`src/rtl/sc_pkg.sv`:
```
// Package: shared byte type and default geometry of the seconds counter.
// Assumes: count width is a multiple of 8.
package sc_pkg;
    typedef logic [7:0] byte_t;
    localparam int DEF_CNT_W     = 32;
    localparam int DEF_PRE_W     = 15;
    localparam int DEF_ADDR_W    = 3;
    localparam int DEF_CTRL_ADDR = 4;
    localparam int DEF_STOP_BIT  = 7;
endpackage

```
`src/rtl/sc_prescaler.sv`:
```
// Module: sc_prescaler
// Divides the timebase by 2^PRE_W and emits a one-cycle tick on rollover.
// Assumes: clr has priority over run; the tick is suppressed in the clearing cycle.
module sc_prescaler #(
    parameter int PRE_W = 15
) (
    input  logic clk,
    input  logic rst_n,
    input  logic run,
    input  logic clr,
    output logic tick
);
    localparam logic [PRE_W-1:0] PRE_MAX = '1;

    logic [PRE_W-1:0] pre;

    // Advance the divider while the timebase runs; restart on a count load.
    always_ff @(posedge clk) begin
        if (!rst_n)   pre <= '0;
        else if (clr) pre <= '0;
        else if (run) pre <= pre + 1'b1;
    end

    assign tick = run && !clr && (pre == PRE_MAX);


    pre_step_chk: assert property (@(posedge clk) disable iff (!rst_n)
        (run && !clr) |=> (pre == $past(pre) + 1'b1));

    pre_hold_chk: assert property (@(posedge clk) disable iff (!rst_n)
        (!run && !clr) |=> $stable(pre));

    pre_clear_chk: assert property (@(posedge clk) disable iff (!rst_n)
        clr |=> (pre == '0));
endmodule

```
`src/rtl/sc_count_core.sv`:
```
// Module: sc_count_core
// Holds the live seconds count and the staging copy used by write frames.
// Assumes: wr is already qualified by sel; a commit happens on the first cycle
// after sel falls, if any count byte was written in the frame.
module sc_count_core #(
    parameter int CNT_W  = 32,
    parameter int ADDR_W = 3
) (
    input  logic              clk,
    input  logic              rst_n,
    input  logic              tick,
    input  logic              count_en,
    input  logic              sel,
    input  logic              wr,
    input  logic [ADDR_W-1:0] addr,
    input  sc_pkg::byte_t     wdata,
    output logic [CNT_W-1:0]  cnt,
    output logic              load
);
    localparam int NBYTES = CNT_W / 8;

    logic             sel_q;
    logic             pend;
    logic [CNT_W-1:0] stage;
    logic [CNT_W-1:0] stage_base;
    logic [CNT_W-1:0] stage_nxt;
    logic             wr_cnt;

    assign stage_base = (sel && !sel_q) ? cnt : stage;
    assign wr_cnt     = wr && ({1'b0, addr} < (ADDR_W+1)'(NBYTES));
    assign load       = sel_q && !sel && pend;

    // Per-lane staging merge: the addressed lane takes write data.
    for (genvar i = 0; i < NBYTES; i++) begin : g_lane
        assign stage_nxt[8*i +: 8] = (wr && addr == ADDR_W'(i))
                                     ? wdata : stage_base[8*i +: 8];
    end

    // Track the frame edge and whether the frame touched the count.
    always_ff @(posedge clk) begin
        if (!rst_n) begin
            sel_q <= 1'b0;
            pend  <= 1'b0;
        end else begin
            sel_q <= sel;
            if (load)        pend <= 1'b0;
            else if (wr_cnt) pend <= 1'b1;
        end
    end

    // Staging register follows the merged value.
    always_ff @(posedge clk) begin
        if (!rst_n) stage <= '0;
        else        stage <= stage_nxt;
    end

    // Live count: commit has priority over an increment.
    always_ff @(posedge clk) begin
        if (!rst_n)                cnt <= '0;
        else if (load)             cnt <= stage;
        else if (tick && count_en) cnt <= cnt + 1'b1;
    end


    commit_chk: assert property (@(posedge clk) disable iff (!rst_n)
        load |=> (cnt == $past(stage)));

    step_chk: assert property (@(posedge clk) disable iff (!rst_n)
        (!load && tick && count_en) |=> (cnt == $past(cnt) + 1'b1));

    idle_chk: assert property (@(posedge clk) disable iff (!rst_n)
        (!load && !tick) |=> $stable(cnt));
endmodule

```
`src/rtl/sc_reg_port.sv`:
```
// Module: sc_reg_port
// Register read path, read snapshot and control register.
// Assumes: wr is already qualified by the frame select.
module sc_reg_port #(
    parameter int CNT_W     = 32,
    parameter int ADDR_W    = 3,
    parameter int CTRL_ADDR = 4,
    parameter int STOP_BIT  = 7
) (
    input  logic              clk,
    input  logic              rst_n,
    input  logic              rd,
    input  logic              wr,
    input  logic [ADDR_W-1:0] addr,
    input  sc_pkg::byte_t     wdata,
    input  logic [CNT_W-1:0]  cnt,
    output sc_pkg::byte_t     rdata,
    output logic              stop
);
    localparam int NBYTES = CNT_W / 8;

    logic [CNT_W-1:0] snap;
    sc_pkg::byte_t    rdata_nxt;

    // Select the byte a read returns: live low byte, snapshot bytes, or control.
    always_comb begin
        rdata_nxt = '0;
        if (addr == '0) rdata_nxt = cnt[7:0];
        for (int i = 1; i < NBYTES; i++) begin
            if (addr == ADDR_W'(i)) rdata_nxt = snap[8*i +: 8];
        end
        if (addr == ADDR_W'(CTRL_ADDR)) begin
            rdata_nxt           = '0;
            rdata_nxt[STOP_BIT] = stop;
        end
    end

    // Capture read data and take the snapshot on a low-byte read.
    always_ff @(posedge clk) begin
        if (!rst_n) begin
            rdata <= '0;
            snap  <= '0;
        end else if (rd) begin
            rdata <= rdata_nxt;
            if (addr == '0) snap <= cnt;
        end
    end

    // Control register: only the stop bit is stored.
    always_ff @(posedge clk) begin
        if (!rst_n)                                  stop <= 1'b0;
        else if (wr && addr == ADDR_W'(CTRL_ADDR))   stop <= wdata[STOP_BIT];
    end


    rdata_hold_chk: assert property (@(posedge clk) disable iff (!rst_n)
        !rd |=> $stable(rdata));

    snap_take_chk: assert property (@(posedge clk) disable iff (!rst_n)
        (rd && addr == '0) |=> (rdata == $past(cnt[7:0])));
endmodule

```
`src/rtl/sec_counter_top.sv`:
```
// Module: sec_counter_top
// Seconds counter with a byte register port and power-mode-dependent stop.
// Assumes: clk is the 32.768 kHz timebase.
module sec_counter_top #(
    parameter int CNT_W     = sc_pkg::DEF_CNT_W,
    parameter int PRE_W     = sc_pkg::DEF_PRE_W,
    parameter int ADDR_W    = sc_pkg::DEF_ADDR_W,
    parameter int CTRL_ADDR = sc_pkg::DEF_CTRL_ADDR,
    parameter int STOP_BIT  = sc_pkg::DEF_STOP_BIT
) (
    input  logic              clk,
    input  logic              rst_n,
    input  logic              backup_mode,
    input  logic              reg_sel,
    input  logic              reg_wr,
    input  logic              reg_rd,
    input  logic [ADDR_W-1:0] reg_addr,
    input  logic [7:0]        reg_wdata,
    output logic [7:0]        reg_rdata,
    output logic              osc_run,
    output logic              standby
);
    logic             stop;
    logic             tick;
    logic             load;
    logic             wr_q;
    logic [CNT_W-1:0] cnt;

    assign wr_q    = reg_wr && reg_sel;
    assign standby = backup_mode && stop;
    assign osc_run = !standby;

    sc_prescaler #(.PRE_W(PRE_W)) u_pre (
        .clk(clk), .rst_n(rst_n), .run(osc_run), .clr(load), .tick(tick)
    );

    sc_count_core #(.CNT_W(CNT_W), .ADDR_W(ADDR_W)) u_core (
        .clk(clk), .rst_n(rst_n), .tick(tick), .count_en(!stop),
        .sel(reg_sel), .wr(wr_q), .addr(reg_addr), .wdata(reg_wdata),
        .cnt(cnt), .load(load)
    );

    sc_reg_port #(.CNT_W(CNT_W), .ADDR_W(ADDR_W), .CTRL_ADDR(CTRL_ADDR),
                  .STOP_BIT(STOP_BIT)) u_port (
        .clk(clk), .rst_n(rst_n), .rd(reg_rd), .wr(wr_q), .addr(reg_addr),
        .wdata(reg_wdata), .cnt(cnt), .rdata(reg_rdata), .stop(stop)
    );


    stopped_hold_chk: assert property (@(posedge clk) disable iff (!rst_n)
        (stop && !load) |=> $stable(cnt));
endmodule

```
`config.mk`:
```
export PLATFORM = sky130hd
export DESIGN_NAME = sec_counter_top
export DESIGN_NICKNAME = d
export VERILOG_FILES = /design/src/rtl/sc_pkg.sv /design/src/rtl/sc_prescaler.sv /design/src/rtl/sc_count_core.sv /design/src/rtl/sc_reg_port.sv /design/src/rtl/sec_counter_top.sv
export SDC_FILE = /design/constraint.sdc
export NUM_CORES = 1
export LEC_CHECK = 0
export ABC_CLOCK_PERIOD_IN_PS = 2930
export BUFFER_PORTS_ARGS = -buffer_cell sky130_fd_sc_hd__buf_2
export CAP_MARGIN = 40
export CORE_MARGIN = 2
export CORE_UTILIZATION = 23
export DETAILED_ROUTE_END_ITERATION = 10
export PLACE_DENSITY = 0.4
export SLEW_MARGIN = 25
export SYNTH_ARGS = -nofsm -noshare
export SYNTH_HDL_FRONTEND = slang
export SYNTH_HIERARCHICAL = 1
export SYNTH_SLANG_ARGS = --single-unit
```
`constraint.sdc`:
```
create_clock -name clk -period 2.93 [get_ports clk]
set_clock_uncertainty 0.05 [all_clocks]
set_input_delay 0 -clock clk [delete_from_list [all_inputs] [get_ports clk]]
set_output_delay 0 -clock clk [all_outputs]
set_load 0.02 [all_outputs]
```
== After elaboration in Yosys (flattened, before gate mapping) ==
Cells that the tools add are included.
Widths: inputs -> output; s select.

* Add/subtract/negate cells: 2
* Magnitude comparators: 1
* Equal/unequal tests: 5
* Muxes and demuxes: 12
* Bitwise logic cells: 1
* Reductions and logical operators: 27

{| class="wikitable"
|+ Operators with widths
! operator !! count
|-
| $mux 32 || 3
|-
| $mux 8 || 9
|-
| $add 32x1->32 const B || 1
|-
| $add 15x1->15 const B || 1
|-
| $eq 15x15->1 const B || 1
|-
| $logic_and 1x1->1 || 14
|-
| $reduce_bool 2->1 || 5
|-
| $eq 3x2->1 const B || 2
|-
| $logic_not 1->1 || 5
|-
| $eq 3x1->1 const B || 1
|-
| $eq 3x3->1 const B || 1
|-
| $logic_not 3->1 || 1
|-
| $lt 3x3->1 const B || 1
|-
| $reduce_and 2->1 || 1
|-
| $reduce_or 2->1 || 1
|-
| $not 1->1 || 1
|}

* Flip-flop bits (word level): 122
* Bits of input ports: 17
* Output and inout port bits: 10

== Longest topological paths before layout ==
Gate-level depths: netlist of the first run.

* Depth after elaboration: 9
* Depth in mapped cells: 11

== By module ==
Netlist of the first run, hierarchy kept.

{| class="wikitable"
|+ Modules (own cells, without submodules)
! module !! times used !! cells each !! area an instance (µm²) !! sequential area each (µm²)
|-
| sc_count_core || 1 || 367 || 3249.4 || 1321.3
|-
| sc_reg_port || 1 || 171 || 1461.4 || 660.6
|-
| sc_prescaler || 1 || 85 || 752.0 || 300.3
|-
| sec_counter_top || 1 || 4 || 20.0 || 0.0
|}

== Worst setup path before layout of the first run ==
No wires, ideal clock.

* Kind: register to register
* Start point: register u_port.stop
* End point: register u_core.cnt[20]
* Library setup time: 0.079 ns
* Arrival: 2.583 ns
* Required time: 2.801 ns
* Setup slack: 0.218 ns
* Cell stages (with the launch flop): 12
* Buffers on the path: 2
* Clock period less this slack: 2.712 ns
* Path through: dfxtp_1 nand2_1 buf_2 nand4_4 nor4_1 and3b_1 nand2_1 clkbuf_1 nor3_1 nand2_1 xor2_1 a211oi_2

* Cells in the longest elaborated chain, start to end: 6

{| class="wikitable"
|+ Ends and longest elaborated chain
! what !! line !! RTL
|-
| start: declaration || sc_reg_port.sv:18 || <nowiki>output logic stop</nowiki>
|-
| start signal: assignment || sc_reg_port.sv:52 || <nowiki>else if (wr && addr == ADDR_W'(CTRL_ADDR)) stop <= wdata[STOP_BIT];</nowiki>
|-
| $logic_and 1x1->1 || sec_counter_top.sv:30 || <nowiki>assign standby = backup_mode && stop;</nowiki>
|-
| $logic_not 1->1 || sec_counter_top.sv:31 || <nowiki>assign osc_run = !standby;</nowiki>
|-
| via osc_run || sec_counter_top.sv:20 || <nowiki>output logic osc_run,</nowiki>
|-
| $logic_and 1x1->1 (2 in series) || sc_prescaler.sv:24 || <nowiki>assign tick = run && !clr && (pre == PRE_MAX);</nowiki>
|-
| via tick || sec_counter_top.sv:24 || <nowiki>logic tick;</nowiki>
|-
| $logic_and 1x1->1 || sc_count_core.sv:61 || <nowiki>else if (tick && count_en) cnt <= cnt + 1'b1;</nowiki>
|-
| $reduce_bool 2->1 (no line) || -- ||
|-
| end signal: assignment || sc_count_core.sv:60 || <nowiki>else if (load) cnt <= stage;</nowiki>
|-
| end signal: assignment || sc_count_core.sv:61 ||
|-
| end: declaration || sc_count_core.sv:17 || <nowiki>output logic [CNT_W-1:0] cnt,</nowiki>
|}

The timed path passes the listed nets, and every way through them passes these cells.
A chain may end at the register's enable or synchronous reset.

== Worst setup path in the final report of the first run ==
* Start point: register u_pre.pre[0]
* End point: register u_core.cnt[9]

* Cells in the longest elaborated chain, start to end: 4

{| class="wikitable"
|+ Ends and longest elaborated chain
! what !! line !! RTL
|-
| start: declaration || sc_prescaler.sv:15 || <nowiki>logic [PRE_W-1:0] pre;</nowiki>
|-
| start signal: assignment || sc_prescaler.sv:21 || <nowiki>else if (run) pre <= pre + 1'b1;</nowiki>
|-
| $eq 15x15->1 || sc_prescaler.sv:24 ||
|-
| $logic_and 1x1->1 || sc_prescaler.sv:24 ||
|-
| via tick || sec_counter_top.sv:24 ||
|-
| $logic_and 1x1->1 || sc_count_core.sv:61 ||
|-
| $reduce_bool 2->1 (no line) || -- ||
|}

The timed path passes the listed nets, and every way through them passes these cells.

==> results.tsv, run 1 <==
stage	metric	value	unit
worst_setup_path	critical path type	flop to flop	
drt	Final ANT Viol Nets	0	
pwr	highest ir drop seen on vdd	277	uV
synthesis	synth top area cells	dfxtp_1 42%, mux2i_1 7.1%, a211oi_1 6.3%, nand2_1 5.9%, xor2_1 4.3%	
cts	Post-CTS Setup Inserts	0	
floorplan	full die area	0.0251	mm2
synthesis	synthesized-area fraction occupied by adder cells	0.456	%
cts	clock latency on the worst-skew pair	420	ps
synthesis	EDFF count, synth	0	
worst_setup_path	Critical Path AT	2890	ps
final_layout	Fillers	2522	
final_layout	Layout area overhead	22.4	%
synthesis	Yosys top cell by area	dfxtp_1	
final_layout	Ant. Diodes	0	
outcome	status	complete, no violations	
synthesis	Synth Area in Simple Gates	23.3	%
worst_setup_path	Crit path largest cell delay	460	ps
sta	final setup margin	274	ps
synthesis	post-synthesis mux area share	7.53	%
floorplan	Starting Density	23.4	%
floorplan	io pins	27	
drt	routed via count	4735	
sta	Worst-Margin Slew	759	ps
floorplan	die width	158	um
final_layout	fin util	28.7	%
run	max-cap violations	0	
sta	Max Fclk	0.376	GHz
grt	aggregate global-route resource usage	13.8	%
grt	antenna violations before repair	0	
synthesis	post-synthesis sequential area ratio	41.6	%
worst_setup_path	CP Cell Sequence	ha_1 -> nand4_1 -> nor4_2 -> and3b_1 -> nand2_1 -> nor4_4 -> and3_2 -> xnor2_1 -> a21oi_1	
drt	Vias/cell	4.77	
synthesis	ys flop type	dfxtp_1	
drt	drt wl/cell	16.8	um
sta	slew margin rel.	49.3	%
cts	root buffer cell	clkbuf_16	
synthesis	most common cell in the netlist	dfxtp_1	
cts	CTS tree	built	
final_layout	register area	0.00228	mm2
synthesis	Yosys top cell area share	41.6	%
worst_setup_path	crit path max-delay cell type	nor4_4	
hold_path	worst min path class	input pin to flop	
pwr	power per standard cell area	576	mW/mm2
grt	largest net degree at the start of global routing	52	
grt	vias in the first global route	4512	
sta	Final min period	2660	ps
synthesis	syn_nets	646	
drt	TritonRoute pass-1 iters	5	
drt	final WL	16700	um
synthesis	Synth Register Bits	114	
grt	GRT Residual Overflow	0	
sta	worst hold slack	63.6	ps
synthesis	Synth top cells by count	114 x dfxtp_1, 86 x nand2_1, 58 x nor2_1	
worst_setup_path	CP Capture Type	flop	
cts	clock tree buffer depth	2	
worst_setup_path	crit start category	flop	
final_layout	nets	680	
synthesis	synthesized instance count	627	
synthesis	Yosys cell types	50	
cts	CTS Buf Count	17	
synthesis	synthesized area per cell	8.74	um2
sta	Hold Fails Final Rpt	0	
pwr	total power	3870	uW
sta	Setup violations, final	0	
place	DP Wirelength	11400	um
worst_setup_path	Worst EP required	3160	ps
synthesis	Synth Area in Compound Gates	17.8	%
place	dpl cells	946	
synthesis	ys async rst share	0	%
place	global placement routability congestion	0.823	
sta	final worst-path cycle share	90.7	%
hold_path	depth of the worst hold-timing path	5	
synthesis	Post-Syn Area	0.00548	mm2
final_layout	Non-Filler Instances	993	
worst_setup_path	worst r2r path cells	9	
cts	CTS H-tree depth	4	
drt	post-route DRC violation count	0	
place	# port buffers	26	
final_layout	multi-input logic area	0.00301	mm2
cts	Clock Sinks	114	
floorplan	core outline area	0.0234	mm2
floorplan	Die H	158	um
floorplan	row count	56	
synthesis	XOR/XNOR share of the synthesized area	5.43	%
drt	drt first-iter violations	277	
cts	clock-pin transition on the worst setup and hold timing paths	60	ps
final_layout	share of cells above drive strength 1	13.8	%
synthesis	largest family of logic cells by synthesized area	simple AND/OR/NAND/NOR gates	
sta	max-slew violations	0	
pwr	Leak Pwr	0.00239	uW
place	pre-CTS setup slack	122	ps
worst_setup_path	worst-path maximum fanout	8	
synthesis	Synth Warn #	6	
grt	first-pass GRT wire length	26000	um
-- registers in the layout (all words and copies together) (netlist names) --
signal,count
u_core/stage,32
u_core/pend,1
u_pre/pre,15
u_port/snap,24
u_port/rdata,8
u_core/cnt,32
u_port/stop,1
u_core/sel_q,1
-- cell type report --
cell class                      count  area share, %
Clock inverter                     12           2.00
Sequential cell                   114           34.0
Tap cell                          319           5.95
Multi-Input combinational cell    465           44.9
Clock buffer                       20           6.81
Inverter                            7          0.392
Timing Repair Buffer               56           5.95
-- logic make-up (layout without fill, tap and decap cells) --
logic type | after synthesis | in the layout
AOI/OAI and AO/OA | 142 | 142
xor gates and xnor gates | 34 | 34
adders and majority gates | 2 | 2
buffers and inverters | 48 | 95
DFF | 114 | 114
muxes | 41 | 41
and+or+nand+nor | 246 | 246
-- metal layers --
metal  GRT usage (%)  wire length (um)  vias to the layer above
li1                -                 -                     2330
met4            5.23               294                        0
met1            20.2              8680                     2286
met2            20.1              7170                       98
met3            2.50               581                       21
met5               0                 0                        -
-- critical path: cells and delay by family, from the launching register on --
family / cells / cell delay [ps]
fa+ha+maj: 1 / 270
simple gates: 6 / 1620
xor+xnor: 1 / 110
flops: 1 / 400
compound gates: 1 / 80
-- where the power goes --
part	internal [uW]	total [uW]	switching, uW
logic	77.5	207	129
clock network	1290	2070	771
registers	1570	1590	20.8
-- repair_timing --
action,4_1_cts,5_1_grt
resized for setup,0,3
hold buffers,13,0
setup endpoints to repair,0,16
endpoints found under the hold margin,48,0
-- final timing paths --
| kind | to | from | slack (ps) |
|---|---|---|---|
| max | u_core/cnt[9] | u_pre/pre[0] | 270 |
| min | u_pre/pre[14] | backup_mode | 60 |
| max reg2reg | u_core/cnt[9] | u_pre/pre[0] | 270 |
| min reg2reg | u_port/rdata[1] | u_port/rdata[1] | 400 |
-- layout by cell type, fill, tap and decap left out, types with 4 or more instances in the layout --
cell type / instances
clkbuf_16: 17
nor2b_1: 9
nor4_1: 4
nand3b_1: 5
nand4_1: 17
or4_1: 4
nand2_1: 86
o221ai_1: 7
clkinvlp_4: 5
and2_1: 4
o22ai_1: 5
inv_1: 7
a211oi_1: 46
nor2_1: 58
xnor2_1: 7
xor2_1: 27
mux2i_1: 39
dlygate4sd3_1: 13
buf_4: 15
buf_2: 26
a21boi_1: 20
dfxtp_1: 114
and3_1: 10
nand2b_1: 7
a21boi_0: 5
nand3_1: 20
a21oi_1: 20
o21ai_0: 24
o31ai_1: 5
-- metrics by stage --
| step | TNS (ps) | instance area, um2 |
|---|---|---|
| after global placement | 0 | 5940 |
| after floorplan | 0 | 5480 |
| final | 0 | 6710 |
| after CTS | 0 | 6660 |
| after detailed placement | 0 | 5940 |
| after global routing | -8.07 | 6710 |
Note: power is estimated with default switching activity, not from simulation.
==> run 2, diff against run 1 <==
--- a/config.mk
+++ b/config.mk
@@ -9,9 +9,9 @@
 export BUFFER_PORTS_ARGS = -buffer_cell sky130_fd_sc_hd__buf_2
 export CAP_MARGIN = 40
 export CORE_MARGIN = 2
-export CORE_UTILIZATION = 23
+export CORE_UTILIZATION = 35
 export DETAILED_ROUTE_END_ITERATION = 10
-export PLACE_DENSITY = 0.4
+export PLACE_DENSITY = 0.53
 export SLEW_MARGIN = 25
 export SYNTH_ARGS = -nofsm -noshare
 export SYNTH_HDL_FRONTEND = slang
==> run 2 against run 1 <==
Utilization is 14 points higher. Maximum frequency rose by 1.6%. Clock-buffer cell count up 3.
==> results.tsv, run 2 (same netlist as run 1, synthesis figures left out) <==
stage	metric	value	unit	change
drt	drt wl/cell	17.3	um	was 16.8 um
final_layout	Largest regs	u_core/cnt: 32 flops, u_core/stage: 32 flops, u_port/snap: 24 flops		unchanged
floorplan	row count	45		was 56
cts	Post-CTS Setup Inserts	0		unchanged
grt	first-pass GRT wire length	24100	um	was 26000 um
cts	clock tree buffer depth	2		unchanged
cts	CTS H-tree depth	4		unchanged
cts	Clock Sinks	114		unchanged
drt	drt first-iter violations	440		was 277
worst_setup_path	Crit path largest cell delay	410	ps	was 460 ps
drt	Vias/cell	5.30		was 4.77
final_layout	share of cells above drive strength 1	13.0	%	was 13.8%
grt	met2 Use GR	27.2	%	was 20.1%
drt	post-route DRC violation count	0		unchanged
place	dpl cells	834		was 946
floorplan	die width	129	um	was 158 um
worst_setup_path	critical path type	flop to flop		unchanged
floorplan	core outline area	0.0153	mm2	was 0.0234 mm2
grt	GRT Residual Overflow	0		unchanged
final_layout	most frequent cells in the layout	114 x dfxtp_1, 86 x nand2_1, 58 x nor2_1		unchanged
drt	final WL	15200	um	was 16700 um
worst_setup_path	Top delay family on crit path	simple AND/OR/NAND/NOR gates		unchanged
floorplan	io pins	27		unchanged
pwr	Combinational Power Share	5.0	%	was 5.4%
hold_path	worst min path class	input pin to flop		unchanged
floorplan	Starting Density	35.9	%	was 23.4%
cts	CTS Buf Count	17		unchanged
grt	met3 Resource Use GR	4.46	%	was 2.50%
sta	final setup margin	315	ps	was 274 ps
drt	Final ANT Viol Nets	0		unchanged
cts	CTS tree	built		unchanged
grt	antenna violations before repair	0		unchanged
pwr	sw frac	22.1	%	was 23.8%
cts	clock-pin transition on the worst setup and hold timing paths	50	ps	was 60 ps
floorplan	Die H	129	um	was 158 um
drt	TritonRoute pass-1 iters	6		was 5
place	Post-DP Area	0.00579	mm2	was 0.00594 mm2
final_layout	Non-Filler Instances	878		was 993
worst_setup_path	Worst EP required	3220	ps	was 3160 ps
run	max-cap violations	0		unchanged
drt	routed via count	4655		was 4735
final_layout	Ant. Diodes	0		unchanged
place	pre-CTS setup slack	204	ps	was 122 ps
sta	unrepaired setup endpoints after global routing	no		
final_layout	nets	674		was 680
worst_setup_path	worst path bufs/invs	2		was 0
worst_setup_path	crit path max-delay cell type	dfxtp_1		was nor4_4
worst_setup_path	setup slack, reg-to-reg	310	ps	was 270 ps
place	# port buffers	26		unchanged
grt	aggregate global-route resource usage	18.9	%	was 13.8%
sta	max-slew violations	0		unchanged
worst_setup_path	Critical Path AT	2910	ps	was 2890 ps
pwr	P_int	3090	uW	was 2940 uW
grt	GRT met1 Usage	27.5	%	was 20.2%
worst_setup_path	crit start category	flop		unchanged
sta	Max Fclk	0.382	GHz	was 0.376 GHz
sta	Setup TNS	0	ps	unchanged
sta	final worst-path cycle share	89.3	%	was 90.7%
floorplan	full die area	0.0167	mm2	was 0.0251 mm2
pwr	P_sw	877	uW	was 921 uW
sta	Setup violations, final	0		unchanged
final_layout	Layout area overhead	19.6	%	was 22.4%
worst_setup_path	worst-path maximum fanout	9		was 8
pwr	power per standard cell area	605	mW/mm2	was 576 mW/mm2
cts	clock latency on the worst-skew pair	420	ps	about the same
grt	largest net degree at the start of global routing	52		unchanged
sta	Worst-Margin Slew	784	ps	was 759 ps
pwr	sequential share of power	40.2	%	was 41.2%
pwr	clock power share	54.8	%	was 53.4%
grt	GRT Max-Usage Layer	met1		unchanged
worst_setup_path	CP Cell Sequence	ha_1 -> nand4_1 -> nor4_2 -> and3b_1 -> nand2_1 -> buf_4 -> nor3_1 -> buf_4 -> nand2_1 -> xor2_1 -> a211oi_2		was ha_1 -> nand4_1 -> nor4_2 -> and3b_1 -> nand2_1 -> nor4_4 -> and3_2 -> xnor2_1 -> a21oi_1
cts	root buffer cell	clkbuf_16		unchanged
grt	vias in the first global route	4374		was 4512
pwr	highest ir drop seen on vdd	389	uV	was 277 uV
sta	Final min period	2620	ps	was 2660 ps
sta	slew margin rel.	47.6	%	was 49.3%
worst_setup_path	CP Capture Type	flop		unchanged
outcome	status	complete, no violations		unchanged
final_layout	leading cell type in the layout, fill and taps excluded	dfxtp_1		unchanged
final_layout	design area	0.00656	mm2	was 0.00671 mm2
place	DP Wirelength	10100	um	was 11400 um
pwr	Leak Pwr	0.00238	uW	was 0.00239 uW
place	global placement routability congestion	0.843		was 0.823
sta	Hold Fails Final Rpt	0		unchanged
## run 2: cell types whose count changed in the layout (fill, tap and decap cells not counted), sizes merged
cell         previous run  this run
dlygate4sd3            13        12
clkinvlp                5         1
clkbuf                 20        23
bufinv                  2         3
buf                    43        38
clkinv                  5         4
## run 2: power by group through the flow
stage	Sequential (uW)	Clock [uW]	Combinational [uW]
floorplan	1620	0	121
global placement	1630	0	184
detailed placement	1630	0	185
CTS	1600	2210	198
global route	1600	2290	216
finish	1600	2180	199
## run 2: through the flow
stage                     power, uW  util, %  hold slack (ps)
after floorplan                1750        -             50.8
after global placement         1810     38.0              211
after detailed placement       1810     38.0              210
after CTS                      4000     42.8             38.2
after global routing           4110     43.0              106
final                          3970     43.0             64.6
## run 2: repair_timing
action / 4_1_cts / 5_1_grt
endpoints found under the setup margin: 0 / 8
hold endpoints to repair: 42 / 0
hold buffers: 12 / 0
resized for setup: 0 / 2
## run 2: path summary, 6_finish.rpt
check | start | to | depth (start not counted)
max | u_pre/pre[0] | u_core/cnt[20] | 11
min | backup_mode | u_pre/pre[9] | 5
max reg2reg | u_pre/pre[0] | u_core/cnt[20] | 11
min reg2reg | u_port/snap[17] | u_port/snap[17] | 2
## run 2: final cells by class
cell class / instances / area (um2)
clock buffers: 23 / 498
clock inverters: 8 / 125
fillers: 1515 / 8700
inverters: 7 / 26.3
multi-input cells: 465 / 3000
flip-flops and latches: 114 / 2280
well taps: 211 / 264
repair buffers: 50 / 360
## run 2: per-layer routing
metal / share of wire, % / vias up
li1: - / 2306
met1: 50 / 2183
met2: 43 / 151
met3: 6.3 / 15
met4: 1.3 / 0
met5: 0 / -
## run 2: worst reg2reg max path: stages (launching register included)
cell and delay, ps:
dfxtp_1 410, ha_1 260, nand4_1 130, nor4_2 230, and3b_1 290, nand2_1 140
buf_4 190, nor3_1 210, buf_4 180, nand2_1 60, xor2_1 180, a211oi_2 210
